==> config.mk <==
export PLATFORM = sky130hd
export DESIGN_NAME = qdr_b2_ctrl
export DESIGN_NICKNAME = d
export VERILOG_FILES = /design/src/rtl/qdr_b2_pkg.sv /design/src/rtl/qdr_b2_init.sv /design/src/rtl/qdr_b2_issue.sv /design/src/rtl/qdr_b2_rdpath.sv /design/src/rtl/qdr_b2_ctrl.sv
export SDC_FILE = /design/constraint.sdc
export NUM_CORES = 1
export LEC_CHECK = 0
export BUFFER_PORTS_ARGS = -buffer_cell sky130_fd_sc_hd__buf_2
export CORE_MARGIN = 2
export CORE_UTILIZATION = 54
export CTS_CLUSTER_SIZE = 30
export DETAILED_ROUTE_END_ITERATION = 10
export PLACE_DENSITY = 0.84
export REMOVE_ABC_BUFFERS = 1
export SYNTH_ARGS = -nofsm -noshare
export SYNTH_HDL_FRONTEND = slang
export SYNTH_SLANG_ARGS = --single-unit
==> constraint.sdc <==
create_clock -name clk -period 3.3 [get_ports clk]
set_clock_uncertainty 0.15 [all_clocks]
set_input_delay 0.33 -clock clk [delete_from_list [all_inputs] [get_ports clk]]
set_output_delay 0.33 -clock clk [all_outputs]
set_load 0.02 [all_outputs]
==> src/rtl/qdr_b2_pkg.sv <==
package qdr_b2_pkg;

  // fabric cycles from the read K beat to the response pulse
  function automatic int unsigned resp_delay(input int unsigned lat_half);
    return lat_half + 2;
  endfunction

  // width of a counter that must reach n
  function automatic int unsigned cnt_width(input int unsigned n);
    return (n < 2) ? 1 : $clog2(n + 1);
  endfunction

endpackage

==> src/rtl/qdr_b2_init.sv <==
module qdr_b2_init #(
  parameter int unsigned INIT_CYCLES = 16
) (
  input  logic clk,
  input  logic rst_n,
  output logic init_done
);
  import qdr_b2_pkg::*;
  localparam int unsigned CW = cnt_width(INIT_CYCLES);
  localparam logic [CW-1:0] LAST = CW'(INIT_CYCLES - 1);

  logic [CW-1:0] cnt;

  always_ff @(posedge clk or negedge rst_n) begin
    if (!rst_n) begin
      cnt       <= '0;
      init_done <= 1'b0;
    end else if (!init_done) begin
      cnt <= cnt + 1'b1;
      if (cnt == LAST) init_done <= 1'b1;
    end
  end
endmodule

==> src/rtl/qdr_b2_issue.sv <==
module qdr_b2_issue #(
  parameter int unsigned AW = 19,
  parameter int unsigned W  = 18,
  parameter int unsigned NB = 2
) (
  input  logic            clk,
  input  logic            rst_n,
  input  logic            init_done,
  input  logic            rd_fire,
  input  logic [AW-1:0]   rd_addr,
  input  logic            wr_fire,
  input  logic [AW-1:0]   wr_addr,
  input  logic [2*W-1:0]  wr_data,
  input  logic [2*NB-1:0] wr_mask,
  output logic            user_tick,
  output logic            mem_k,
  output logic [AW-1:0]   mem_addr,
  output logic            mem_rps_n,
  output logic            mem_wps_n,
  output logic [NB-1:0]   mem_bws_n,
  output logic [W-1:0]    mem_d
);
  // second half of a write, held for the K# beat
  logic            st_v;
  logic [AW-1:0]   st_addr;
  logic [W-1:0]    st_d;
  logic [NB-1:0]   st_m;

  assign user_tick = init_done & ~mem_k;

  always_ff @(posedge clk or negedge rst_n) begin
    if (!rst_n) begin
      mem_k     <= 1'b0;
      mem_addr  <= '0;
      mem_rps_n <= 1'b1;
      mem_wps_n <= 1'b1;
      mem_bws_n <= '1;
      mem_d     <= '0;
      st_v      <= 1'b0;
      st_addr   <= '0;
      st_d      <= '0;
      st_m      <= '0;
    end else begin
      mem_k <= ~mem_k;
      if (!mem_k) begin
        // building the K beat: read address, selects, word 0
        mem_addr  <= rd_fire ? rd_addr : '0;
        mem_rps_n <= ~rd_fire;
        mem_wps_n <= ~wr_fire;
        mem_d     <= wr_fire ? wr_data[W-1:0] : '0;
        mem_bws_n <= wr_fire ? ~wr_mask[NB-1:0] : '1;
        st_v      <= wr_fire;
        st_addr   <= wr_addr;
        st_d      <= wr_data[2*W-1:W];
        st_m      <= wr_mask[2*NB-1:NB];
      end else begin
        // building the K# beat: write address, word 1
        mem_addr  <= st_v ? st_addr : '0;
        mem_rps_n <= 1'b1;
        mem_wps_n <= 1'b1;
        mem_d     <= st_v ? st_d : '0;
        mem_bws_n <= st_v ? ~st_m : '1;
        st_v      <= 1'b0;
      end
    end
  end
endmodule

==> src/rtl/qdr_b2_rdpath.sv <==
module qdr_b2_rdpath #(
  parameter int unsigned W           = 18,
  parameter int unsigned RD_LAT_HALF = 3
) (
  input  logic           clk,
  input  logic           rst_n,
  input  logic           rd_beat,
  input  logic [W-1:0]   mem_q,
  output logic           rd_resp_valid,
  output logic [2*W-1:0] rd_resp_data
);
  localparam int unsigned DEPTH = RD_LAT_HALF + 1;

  logic [DEPTH-1:0] tag;
  logic [W-1:0]     w0_q;
  logic             cap_w0;
  logic             cap_w1;

  assign cap_w0 = tag[RD_LAT_HALF-1];
  assign cap_w1 = tag[RD_LAT_HALF];

  generate
    if (DEPTH > 1) begin : g_chain
      always_ff @(posedge clk or negedge rst_n) begin
        if (!rst_n) tag <= '0;
        else        tag <= {tag[DEPTH-2:0], rd_beat};
      end
    end else begin : g_one
      always_ff @(posedge clk or negedge rst_n) begin
        if (!rst_n) tag <= '0;
        else        tag <= rd_beat;
      end
    end
  endgenerate

  always_ff @(posedge clk or negedge rst_n) begin
    if (!rst_n) begin
      w0_q          <= '0;
      rd_resp_valid <= 1'b0;
      rd_resp_data  <= '0;
    end else begin
      if (cap_w0) w0_q <= mem_q;
      rd_resp_valid <= cap_w1;
      if (cap_w1) rd_resp_data <= {mem_q, w0_q};
    end
  end
endmodule

==> src/rtl/qdr_b2_ctrl.sv <==
module qdr_b2_ctrl #(
  parameter int unsigned AW          = 19,
  parameter int unsigned W           = 18,
  parameter int unsigned NB          = 2,
  parameter int unsigned RD_LAT_HALF = 3,
  parameter int unsigned INIT_CYCLES = 16
) (
  input  logic            clk,
  input  logic            rst_n,
  output logic            user_tick,
  input  logic            rd_req_valid,
  output logic            rd_req_ready,
  input  logic [AW-1:0]   rd_req_addr,
  input  logic            wr_req_valid,
  output logic            wr_req_ready,
  input  logic [AW-1:0]   wr_req_addr,
  input  logic [2*W-1:0]  wr_req_data,
  input  logic [2*NB-1:0] wr_req_mask,
  output logic            rd_resp_valid,
  output logic [2*W-1:0]  rd_resp_data,
  output logic            mem_k,
  output logic [AW-1:0]   mem_addr,
  output logic            mem_rps_n,
  output logic            mem_wps_n,
  output logic [NB-1:0]   mem_bws_n,
  output logic [W-1:0]    mem_d,
  input  logic [W-1:0]    mem_q
);
  logic init_done;
  logic rd_fire;
  logic wr_fire;
  logic rd_beat;

  assign rd_req_ready = init_done;
  assign wr_req_ready = init_done;
  assign rd_fire = rd_req_valid & rd_req_ready & user_tick;
  assign wr_fire = wr_req_valid & wr_req_ready & user_tick;
  assign rd_beat = mem_k & ~mem_rps_n;

  qdr_b2_init #(.INIT_CYCLES(INIT_CYCLES)) u_init (
    .clk(clk), .rst_n(rst_n), .init_done(init_done)
  );

  qdr_b2_issue #(.AW(AW), .W(W), .NB(NB)) u_issue (
    .clk(clk), .rst_n(rst_n), .init_done(init_done),
    .rd_fire(rd_fire), .rd_addr(rd_req_addr),
    .wr_fire(wr_fire), .wr_addr(wr_req_addr),
    .wr_data(wr_req_data), .wr_mask(wr_req_mask),
    .user_tick(user_tick), .mem_k(mem_k), .mem_addr(mem_addr),
    .mem_rps_n(mem_rps_n), .mem_wps_n(mem_wps_n),
    .mem_bws_n(mem_bws_n), .mem_d(mem_d)
  );

  qdr_b2_rdpath #(.W(W), .RD_LAT_HALF(RD_LAT_HALF)) u_rdpath (
    .clk(clk), .rst_n(rst_n), .rd_beat(rd_beat), .mem_q(mem_q),
    .rd_resp_valid(rd_resp_valid), .rd_resp_data(rd_resp_data)
  );
endmodule

==> results of run 1 <==
## critical path, stage by stage, from the launching register on
cell and delay (ns):
dfrtp_2 0.71, buf_4 0.43, nor2b_1 0.13, buf_2 0.18
## area by class of cell
class	count	area (sq um)	share of cell area [%]
clock buffers	20	435.4	5.410
clock inverters	12	83.83	1.042
inverters	2	7.507	0.09328
multi-input cells	188	1718	21.35
flip-flops and latches	147	3685	45.79
well taps	136	170.2	2.114
repair buffers	285	1948	24.21
## per-stage QoR
step	util (%)	total power (W)	hold WS, ns
global placement	64.39	0.002465	0.1870
floorplan	-	0.002257	-0.1156
finish	79.02	0.004239	0.09316
CTS	79.02	0.004242	0.01267
detailed placement	64.39	0.002488	0.1847
global route	79.02	0.004417	0.07817
## state kept, by name, summed over array words and instances (netlist names)
name,flops
u_init.cnt,5
u_rdpath.w0_q,18
u_init.init_done,1
u_issue.mem_addr,19
u_issue.st_d,18
u_issue.st_m,2
u_rdpath.rd_resp_valid,1
u_issue.mem_bws_n,2
u_rdpath.rd_resp_data,36
u_issue.mem_wps_n,1
u_issue.st_v,1
u_issue.mem_d,18
u_issue.mem_k,1
u_issue.mem_rps_n,1
u_rdpath.tag,4
u_issue.st_addr,19
## logic make-up after synthesis
| kind of cell | synth area share [%] |
|---|---|
| DFF | 65.73 |
| muxes | 19.07 |
| and+or+nand+nor | 4.577 |
| AOI/OAI and AO/OA | 6.095 |
| buffers and inverters | 3.617 |
| xor gates and xnor gates | 0.4689 |
| adders and majority gates | 0.4465 |
## cells in the mapped netlist (2+ instances only)
| master | instances | area, sq um |
|---|---|---|
| buf_4 | 9 | 67.56 |
| nand3_1 | 40 | 200.2 |
| a2bb2oi_1 | 2 | 17.52 |
| buf_6 | 5 | 56.30 |
| ha_1 | 2 | 25.02 |
| buf_2 | 12 | 60.06 |
| and3_1 | 2 | 12.51 |
| clkbuf_1 | 3 | 11.26 |
| dfrtp_1 | 143 | 3578 |
| dfstp_2 | 4 | 105.1 |
| inv_1 | 2 | 7.510 |
| xnor2_1 | 3 | 26.28 |
| mux2_2 | 94 | 1059 |
| o2bb2ai_1 | 37 | 324.1 |
## worst paths after layout
check	slack (ns)	endpoint	cells after the start	startpoint
min in group asynchronous	0.25	u_rdpath.rd_resp_data[20]	2	rst_n
max in group asynchronous	1.95	u_rdpath.rd_resp_data[8]	3	rst_n
worst max register to register	1.48	u_issue.mem_addr[4]	3	u_init.init_done
worst max-delay path	0.85	user_tick	3	u_issue.mem_k
worst min register to register	0.20	u_rdpath.tag[2]	0	u_rdpath.tag[1]
worst min-delay path	0.09	u_issue.mem_wps_n	2	wr_req_valid
## power by group through the flow
stage	registers, W	clock network, W	logic, W
after floorplan	0.00212	0	0.000134
after global placement	0.00201	0	0.000451
after detailed placement	0.00202	0	0.000463
after CTS	0.00199	0.00170	0.000553
after global routing	0.00201	0.00179	0.000609
final	0.00200	0.00167	0.000569
## per-layer routing
metal	share of wire, %	wire length (um)	global-route usage (%)
met1	37	5715	33.60
met2	51	7852	48.43
met3	8.1	1240	8.782
met4	3.1	481	13.72
met5	0	0	0
## repair_timing
item                                    in CTS  in global routing
endpoints found under the hold margin      183                  0
endpoints found under the setup margin       0                  0
hold buffers                                97                  0
==> results_dict.tcl, run 1 <==
set metrics [dict create \
    drt_pre_antenna_iters 5 \
    post-route-drc-count 0 \
    h-tree-depth 4 \
    powerDensity_mw_per_mm2 526.7 \
    async_reset_ff_share_pct 100.0 \
    track_usage_pct 28.73 \
    syn_area_sq_mm 0.005604 \
    dp_slack_ns 1.453 \
    vias 4264 \
    hold_viol 0 \
    clock_sinks 147 \
    seq_power_share_pct 47.2 \
    p_sw_share_pct 25.61 \
    drive_above_1_share_pct 48.78 \
    tightest_slew_ns 0.8201 \
    worstPathRequired_ns 2.82 \
    drt_iter0_drc 232 \
    cts_tree "built" \
    grt_pass1_wl_um 24150 \
    fin_nets 743 \
    dieHeight_um 105.9 \
    fmax_mhz 407.9 \
    grt_pass1_vias 4624 \
    ir_worst_vdd_mv 0.2920 \
    startpoint_type "flip-flop" \
    cts-resized-gates 0 \
    grt_overflow 0 \
    route.detailed.wl_per_inst_um 19.35 \
    power.switching_w 0.001086 \
    dieArea_sq_mm 0.01121 \
    final_cell_mix "buf_2, dfrtp_1, dlygate4sd3_1, mux2_2, nand3_1" \
    ant_nets 0 \
    max-slew-margin-rel_pct 45.33 \
    synth_flop_cell "dfrtp_1" \
    power.internal_w 0.003153 \
    post-cts-setup-buffers 0 \
    totalWireLength_um 15290 \
    std_cell_rows 37 \
    mostFrequentLayoutCell "buf_2" \
    fin_area_sq_mm 0.008048 \
    synth_cell_types 22 \
    cp_max_fo 29 \
    maxSlewViolCount 0 \
    coreArea_sq_mm 0.01018 \
    arrival_ns 1.97 \
    status "completed" \
    fin_tns_setup_ns 0 \
    syn_to_final_growth_pct 43.60 \
    avgSynthCellArea_sq_um 15.31 \
    clkPwrFrac_pct 39.4 \
    portBuffers 181 \
    placedCellCount 661 \
    synth_cells 366 \
    synth-seq-cells 147 \
    diodes 0 \
    viasPerCell 5.397 \
    finalSetupViolCount 0 \
    cts_buffers 17 \
    clkLatencyLatePin_ns 0.51 \
    die_width_um 105.9 \
    start_util_pct 55.02 \
    fin_crit_sh_pct 74.30 \
    dp.final_hpwl_um 7626 \
    final_cells 790 \
    critPathKind "flip-flop to output pin" \
    fin_crit_ns 2.452 \
    synth-edff-count 0 \
    grt_max_degree 76 \
    rsz0062_at_grt "false" \
    fill_cells 548 \
    synth.yosys.seq_area_share_pct 65.73 \
    yosysWarningCount 0 \
    gp_congestion 0.7976 \
    pwr-share-comb_pct 13.4 \
    antenna_found_initial 0 \
    leakage_nw 3.802 \
    place_area_sq_mm 0.006558 \
    cts_root_buffer "clkbuf_8" \
    drv_cap 0 \
    endpoint_kind "output pin" \
    clk_path_buf_depth 2 \
    setup_ws_ns 0.8482 \
    clk_pin_slew_worst_paths_ns 0.06 \
    num_io_pins 182 \
    hp-class "input port to flip-flop" \
]
Power figures use the tool's default switching activity.
==> run 2, diff against run 1 <==
--- a/config.mk
+++ b/config.mk
@@ -5,12 +5,13 @@
 export SDC_FILE = /design/constraint.sdc
 export NUM_CORES = 1
 export LEC_CHECK = 0
+export ABC_AREA = 1
 export BUFFER_PORTS_ARGS = -buffer_cell sky130_fd_sc_hd__buf_2
 export CORE_MARGIN = 2
-export CORE_UTILIZATION = 54
+export CORE_UTILIZATION = 45
 export CTS_CLUSTER_SIZE = 30
 export DETAILED_ROUTE_END_ITERATION = 10
-export PLACE_DENSITY = 0.84
+export PLACE_DENSITY = 0.75
 export REMOVE_ABC_BUFFERS = 1
 export SYNTH_ARGS = -nofsm -noshare
 export SYNTH_HDL_FRONTEND = slang
==> constraint.sdc (replaced) <==
create_clock -name clk -period 2.25 [get_ports clk]
set_clock_uncertainty 0.15 [all_clocks]
set_input_delay 0.225 -clock clk [delete_from_list [all_inputs] [get_ports clk]]
set_output_delay 0.225 -clock clk [all_outputs]
set_load 0.02 [all_outputs]
==> run 2 against run 1 <==
Against the previous run:
- via count increased by 21%
- first-iteration DRC count increased by 47%
- clock power increased by 94%
- global-route usage decreased by 4.0 points
- non-clock buffer count increased by 5
- critical path depth increased by 3
- flip-flop and latch count unchanged
- register-to-register slack got worse by 1.2 ns
- hold slack got worse by 0.044 ns
- routed wire length increased by 4.2%
- critical endpoint is now u_issue.mem_bws_n[1]
==> results_dict.tcl, run 2 <==
set metrics [dict create \
    top_regs "u_rdpath.rd_resp_data: 36 flops, u_issue.mem_addr: 19 flops, u_issue.st_addr: 19 flops" \
    synth_flop_cell "dfrtp_1" \
    placedCellCount 924 \
    post-synth-top-count-cell "nand2_1" \
    synth_area_leaders "dfrtp_1, nand2_1, nand3_1, inv_1, o21ai_0" \
    clk_pin_slew_worst_paths_ns 0.06 \
    post-route-drc-count 0 \
    clkPwrFrac_pct 47.1 \
    rrSetupSlack_ns 0.26 \
    synth_cell_types 19 \
    maxSlewViolCount 0 \
    leakage_nw 4.420 \
    seq_power_share_pct 42.2 \
    async_reset_ff_share_pct 100.0 \
    fin_tns_setup_ns 0 \
    coreArea_sq_mm 0.01211 \
    final_cells 1055 \
    cts-hold-fix-buffers 99 \
    fill_cells 861 \
    status "completed" \
    endpoint_kind "flip-flop" \
    gp_congestion 0.7742 \
    synth_common_cells "nand2_1, dfrtp_1, inv_1" \
    portBuffers 181 \
    critPathBufInv 4 \
    vias 5166 \
    antenna_found_initial 0 \
    drt_pre_antenna_iters 7 \
    yosysWarningCount 0 \
    synth_cells 600 \
    syn_to_final_growth_pct 48.37 \
    powerDensity_mw_per_mm2 826.5 \
    final_cell_mix "nand2_1, buf_2, dfrtp_1, dlygate4sd3_1, inv_1" \
    slowest_delay_ns 0.60 \
    synth.yosys.seq_area_share_pct 65.54 \
    h-tree-depth 4 \
    syn_area_sq_mm 0.005620 \
    grt_pass1_vias 5166 \
    tightest_slew_ns 0.6091 \
    fin_crit_ns 1.993 \
    drv_cap 0 \
    final_util_pct 68.85 \
    ir_worst_vdd_mv 0.5208 \
    synth-edff-count 0 \
    startpoint_type "flip-flop" \
    p_sw_share_pct 22.51 \
    synth_top_area_share_pct 63.67 \
    cts_root_buffer "clkbuf_16" \
    max-slew-margin-rel_pct 59.39 \
    clkLatencyLatePin_ns 0.41 \
    num_io_pins 182 \
    dieArea_sq_mm 0.01340 \
    diodes 0 \
    worstPathRequired_ns 2.46 \
    viasPerCell 4.897 \
    hold_viol 0 \
    yosys.area.top_type "dfrtp_1" \
    rsz0062_at_grt "false" \
    fin_crit_sh_pct 88.57 \
    critPathKind "flip-flop to flip-flop" \
    dp.final_hpwl_um 8680 \
    post-cts-setup-buffers 0 \
    cp_max_fo 43 \
    cp_slowest_cell "dlygate4sd3_1" \
    finalSetupViolCount 0 \
    cts-resized-gates 0 \
    clock_sinks 147 \
    grt_pass1_wl_um 25150 \
    avgSynthCellArea_sq_um 9.367 \
    power.switching_w 0.001551 \
    start_util_pct 46.40 \
    crit_family "buffers and inverters" \
    hp-class "input port to flip-flop" \
    largest_register_ffs 36 \
    drive_above_1_share_pct 26.16 \
    synth-seq-cells 147 \
    cts_buffers 17 \
    power.internal_w 0.005341 \
    arrival_ns 2.20 \
    mostFrequentLayoutCell "nand2_1" \
    fin_nets 976 \
    grt_max_degree 66 \
    top_register "u_rdpath.rd_resp_data" \
    grt_overflow 0 \
    drt_iter0_drc 342 \
    clk_path_buf_depth 2 \
    std_cell_rows 40 \
    pwr-share-comb_pct 10.7 \
    die_width_um 115.8 \
    cts_tree "built" \
    ant_nets 0 \
    route.detailed.wl_per_inst_um 15.11 \
    path_cells "inv_4 -> buf_4 -> nand4_1 -> dlygate4sd3_1 -> nand2_1 -> inv_1" \
    totalWireLength_um 15940 \
    dieHeight_um 115.8 \
    track_usage_pct 24.73 \
    fmax_mhz 501.8 \
]
## run 2: cell type report
cell class | count | area (sq um) | area share, %
Inverter | 52 | 197.7 | 2.371
Clock buffer | 23 | 488.0 | 5.851
Clock inverter | 9 | 197.7 | 2.371
Sequential cell | 147 | 3686 | 44.20
Timing Repair Buffer | 290 | 2016 | 24.17
Tap cell | 168 | 210.2 | 2.521
Multi-Input combinational cell | 366 | 1544 | 18.51
## run 2: final timing paths
kind / from / endpoint / cells after the start
min in group asynchronous: rst_n / u_rdpath.rd_resp_data[25] / 2
hold / removal: wr_req_valid / u_issue.st_v / 3
max in group asynchronous: rst_n / u_issue.mem_wps_n / 3
hold reg to reg: u_rdpath.tag[1] / u_rdpath.tag[2] / 0
setup / recovery: u_issue.mem_k / u_issue.mem_bws_n[1] / 6
setup reg to reg: u_issue.mem_k / u_issue.mem_bws_n[1] / 6
## run 2: metal layers
metal	share of wire, %	wire length [um]	vias to the layer above	GRT usage (%)
met3	9.2	1473	43	8.054
met2	48	7718	291	41.25
met5	0	0	-	0
li1	-	-	2391	-
met4	2.6	418	0	11.11
met1	40	6328	2441	29.38
## run 2: cells by family (layout without fill, tap and decap cells)
family | Yosys count | after routing | share of synthesized area (%)
and+or+nand+nor | 308 | 308 | 22.04
DFF | 147 | 147 | 65.54
adders and majority gates | 2 | 2 | 0.4452
buffers and inverters | 87 | 374 | 6.990
AOI/OAI and AO/OA | 56 | 56 | 4.987
## run 2: per-stage QoR
step                power, W  hold slack (ns)  setup slack, ns  cell area (sq um)
finish              0.006892          0.04885           0.2571               8339
global route        0.007167          0.04383           0.1118               8339
CTS                 0.006927          0.02420           0.2930               8339
detailed placement  0.003540         -0.01031           0.7248               6663
global placement    0.003518         -0.01067           0.7692               6663
floorplan           0.003216          -0.2206          -0.4661               5425
## run 2: power by group through the flow
stage               clock network, W  registers (W)  logic (W)
floorplan                          0        0.00308   0.000137
global placement                   0        0.00294   0.000574
detailed placement                 0        0.00295   0.000590
CTS                          0.00330        0.00291   0.000722
global route                 0.00343        0.00293   0.000808
finish                       0.00324        0.00291   0.000738
## run 2: tightest hold or removal path: cells and delay by family
family / cells / cell delay, ns
AND/OR/NAND/NOR: 1 / 0.11
buffers and inverters: 2 / 0.21
==> run 3, diff against run 2 <==
--- a/config.mk
+++ b/config.mk
@@ -11,7 +11,7 @@
 export CORE_UTILIZATION = 45
 export CTS_CLUSTER_SIZE = 30
 export DETAILED_ROUTE_END_ITERATION = 10
-export PLACE_DENSITY = 0.75
+export PLACE_DENSITY = 0.74
 export REMOVE_ABC_BUFFERS = 1
 export SYNTH_ARGS = -nofsm -noshare
 export SYNTH_HDL_FRONTEND = slang
==> run 3 against run 2 <==
Against the previous run:
- critical path depth unchanged
- flip-flop and latch count unchanged
- routed wire length is 0.84% lower
- hold slack better by 0.035 ns
- global-route usage rose by 0.16 points
- core utilization shrank 0.91 points
- sequential power about the same
- clock-buffer cell count fell by 1
- non-clock buffer count fell by 1
- critical endpoint unchanged
- highest routed layer unchanged
==> results_dict.tcl, run 3 (synthesis gave the netlist of run 2 again) <==
set metrics [dict create \
    setup_ws_ns 0.2765 \
    ant_nets 0 \
    placedCellCount 923 \
    finalSetupViolCount 0 \
    dieArea_sq_mm 0.01340 \
    clock_sinks 147 \
    hold_viol 0 \
    cts_tree "built" \
    drive_above_1_share_pct 25.96 \
    grt_max_degree 80 \
    cts-resized-gates 0 \
    std_cell_rows 40 \
    clkLatencyLatePin_ns 0.41 \
    startpoint_type "flip-flop" \
    fin_crit_sh_pct 87.71 \
    max-slew-margin-rel_pct 61.73 \
    post-cts-setup-buffers 0 \
    portBuffers 181 \
    syn_to_final_growth_pct 46.42 \
    grt_pass1_vias 5237 \
    cts_buffers 17 \
    num_io_pins 182 \
    dp.final_hpwl_um 8806 \
    vias 5101 \
    critPathKind "flip-flop to flip-flop" \
    fin_nets 975 \
    final_cells 1054 \
    final_cell_mix "nand2_1, buf_2, dfrtp_1, dlygate4sd3_1, inv_1" \
    ir_worst_vdd_mv 0.4161 \
    rsz0062_at_grt "false" \
    top_regs "u_rdpath.rd_resp_data: 36 flops, u_issue.mem_addr: 19 flops, u_issue.st_addr: 19 flops" \
    clk_pin_slew_worst_paths_ns 0.05 \
    status "completed" \
    grt_overflow 0 \
    cts_root_buffer "clkbuf_16" \
    viasPerCell 4.840 \
    powerDensity_mw_per_mm2 787.6 \
    top_register "u_rdpath.rd_resp_data" \
    die_width_um 115.8 \
    antenna_found_initial 0 \
    post-route-drc-count 0 \
    mostFrequentLayoutCell "nand2_1" \
    dp_slack_ns 0.7069 \
    endpoint_kind "flip-flop" \
    coreArea_sq_mm 0.01211 \
    drt_pre_antenna_iters 5 \
    drv_cap 0 \
    fill_cells 912 \
    gp_congestion 0.7797 \
    totalWireLength_um 15800 \
    tightest_slew_ns 0.5740 \
    arrival_ns 2.17 \
    leakage_nw 4.373 \
    fin_crit_ns 1.973 \
    clk_path_buf_depth 2 \
    drt_iter0_drc 384 \
    track_usage_pct 24.89 \
    grt_pass1_wl_um 25320 \
    route.detailed.wl_per_inst_um 14.99 \
    maxSlewViolCount 0 \
    diodes 0 \
    fin_tns_setup_ns 0 \
    fmax_mhz 506.7 \
    dieHeight_um 115.8 \
    hp-class "input port to flip-flop" \
    cp_max_fo 43 \
    cts-hold-fix-buffers 99 \
    largest_register_ffs 36 \
    h-tree-depth 4 \
    worstPathRequired_ns 2.45 \
    start_util_pct 46.40 \
]
[run 3: cell count changes in the layout (fill, tap and decap cells not counted), sizes merged]
| cell | delta |
|---|---|
| clkinv | +4 |
| clkbuf | -1 |
| buf | -1 |
| bufinv | -3 |
[run 3: through the flow]
step	area, sq um	utilization, %	power [W]	hold WS (ns)
floorplan	5425	-	0.003216	-0.2206
global placement	6643	54.85	0.003515	0.08982
detailed placement	6643	54.85	0.003537	0.08925
CTS	8229	67.94	0.006514	0.05378
global route	8229	67.94	0.006736	0.06509
finish	8229	67.94	0.006481	0.08380
[run 3: final timing paths]
check | to | slack, ns | from | depth (start not counted)
hold / removal | u_issue.st_v | 0.08 | wr_req_valid | 3
setup reg to reg | u_issue.mem_bws_n[1] | 0.28 | u_issue.mem_k | 6
max in group asynchronous | u_issue.mem_bws_n[1] | 0.95 | rst_n | 3
min in group asynchronous | u_rdpath.rd_resp_data[14] | 0.22 | rst_n | 2
hold reg to reg | u_rdpath.tag[1] | 0.19 | u_rdpath.tag[0] | 0
setup / recovery | u_issue.mem_bws_n[1] | 0.28 | u_issue.mem_k | 6
[run 3: area by class of cell]
type	instances	area (sq um)	share of cell area (%)
Sequential cell	147	3686	44.79
Timing Repair Buffer	289	1996	24.25
Multi-Input combinational cell	366	1544	18.76
Clock buffer	22	464.2	5.641
Tap cell	168	210.2	2.554
Inverter	52	197.7	2.402
Clock inverter	10	131.4	1.596
[run 3: worst max-delay path: stages (launching register included)]
cell           delay (ns)
dfrtp_2              0.43
inv_4                0.07
buf_4                0.41
nand4_1              0.14
dlygate4sd3_1        0.60
nand2_1              0.07
inv_1                0.04
[run 3: report_power, final]
group / internal, W / leakage (nW) / switching [W]
Clock: 0.00179 / 0.294 / 0.00105
Sequential: 0.00282 / 1.78 / 0.0000894
Combinational: 0.000323 / 2.30 / 0.000408
Total: 0.00493 / 4.37 / 0.00155
[run 3: layer usage]
| metal | vias to the layer above | track usage, % | share of wire [%] |
|---|---|---|---|
| li1 | 2391 | - | - |
| met1 | 2399 | 30.44 | 40 |
| met2 | 274 | 40.97 | 48 |
| met3 | 37 | 7.008 | 8.8 |
| met4 | 0 | 11.90 | 2.5 |
| met5 | - | 0 | 0 |
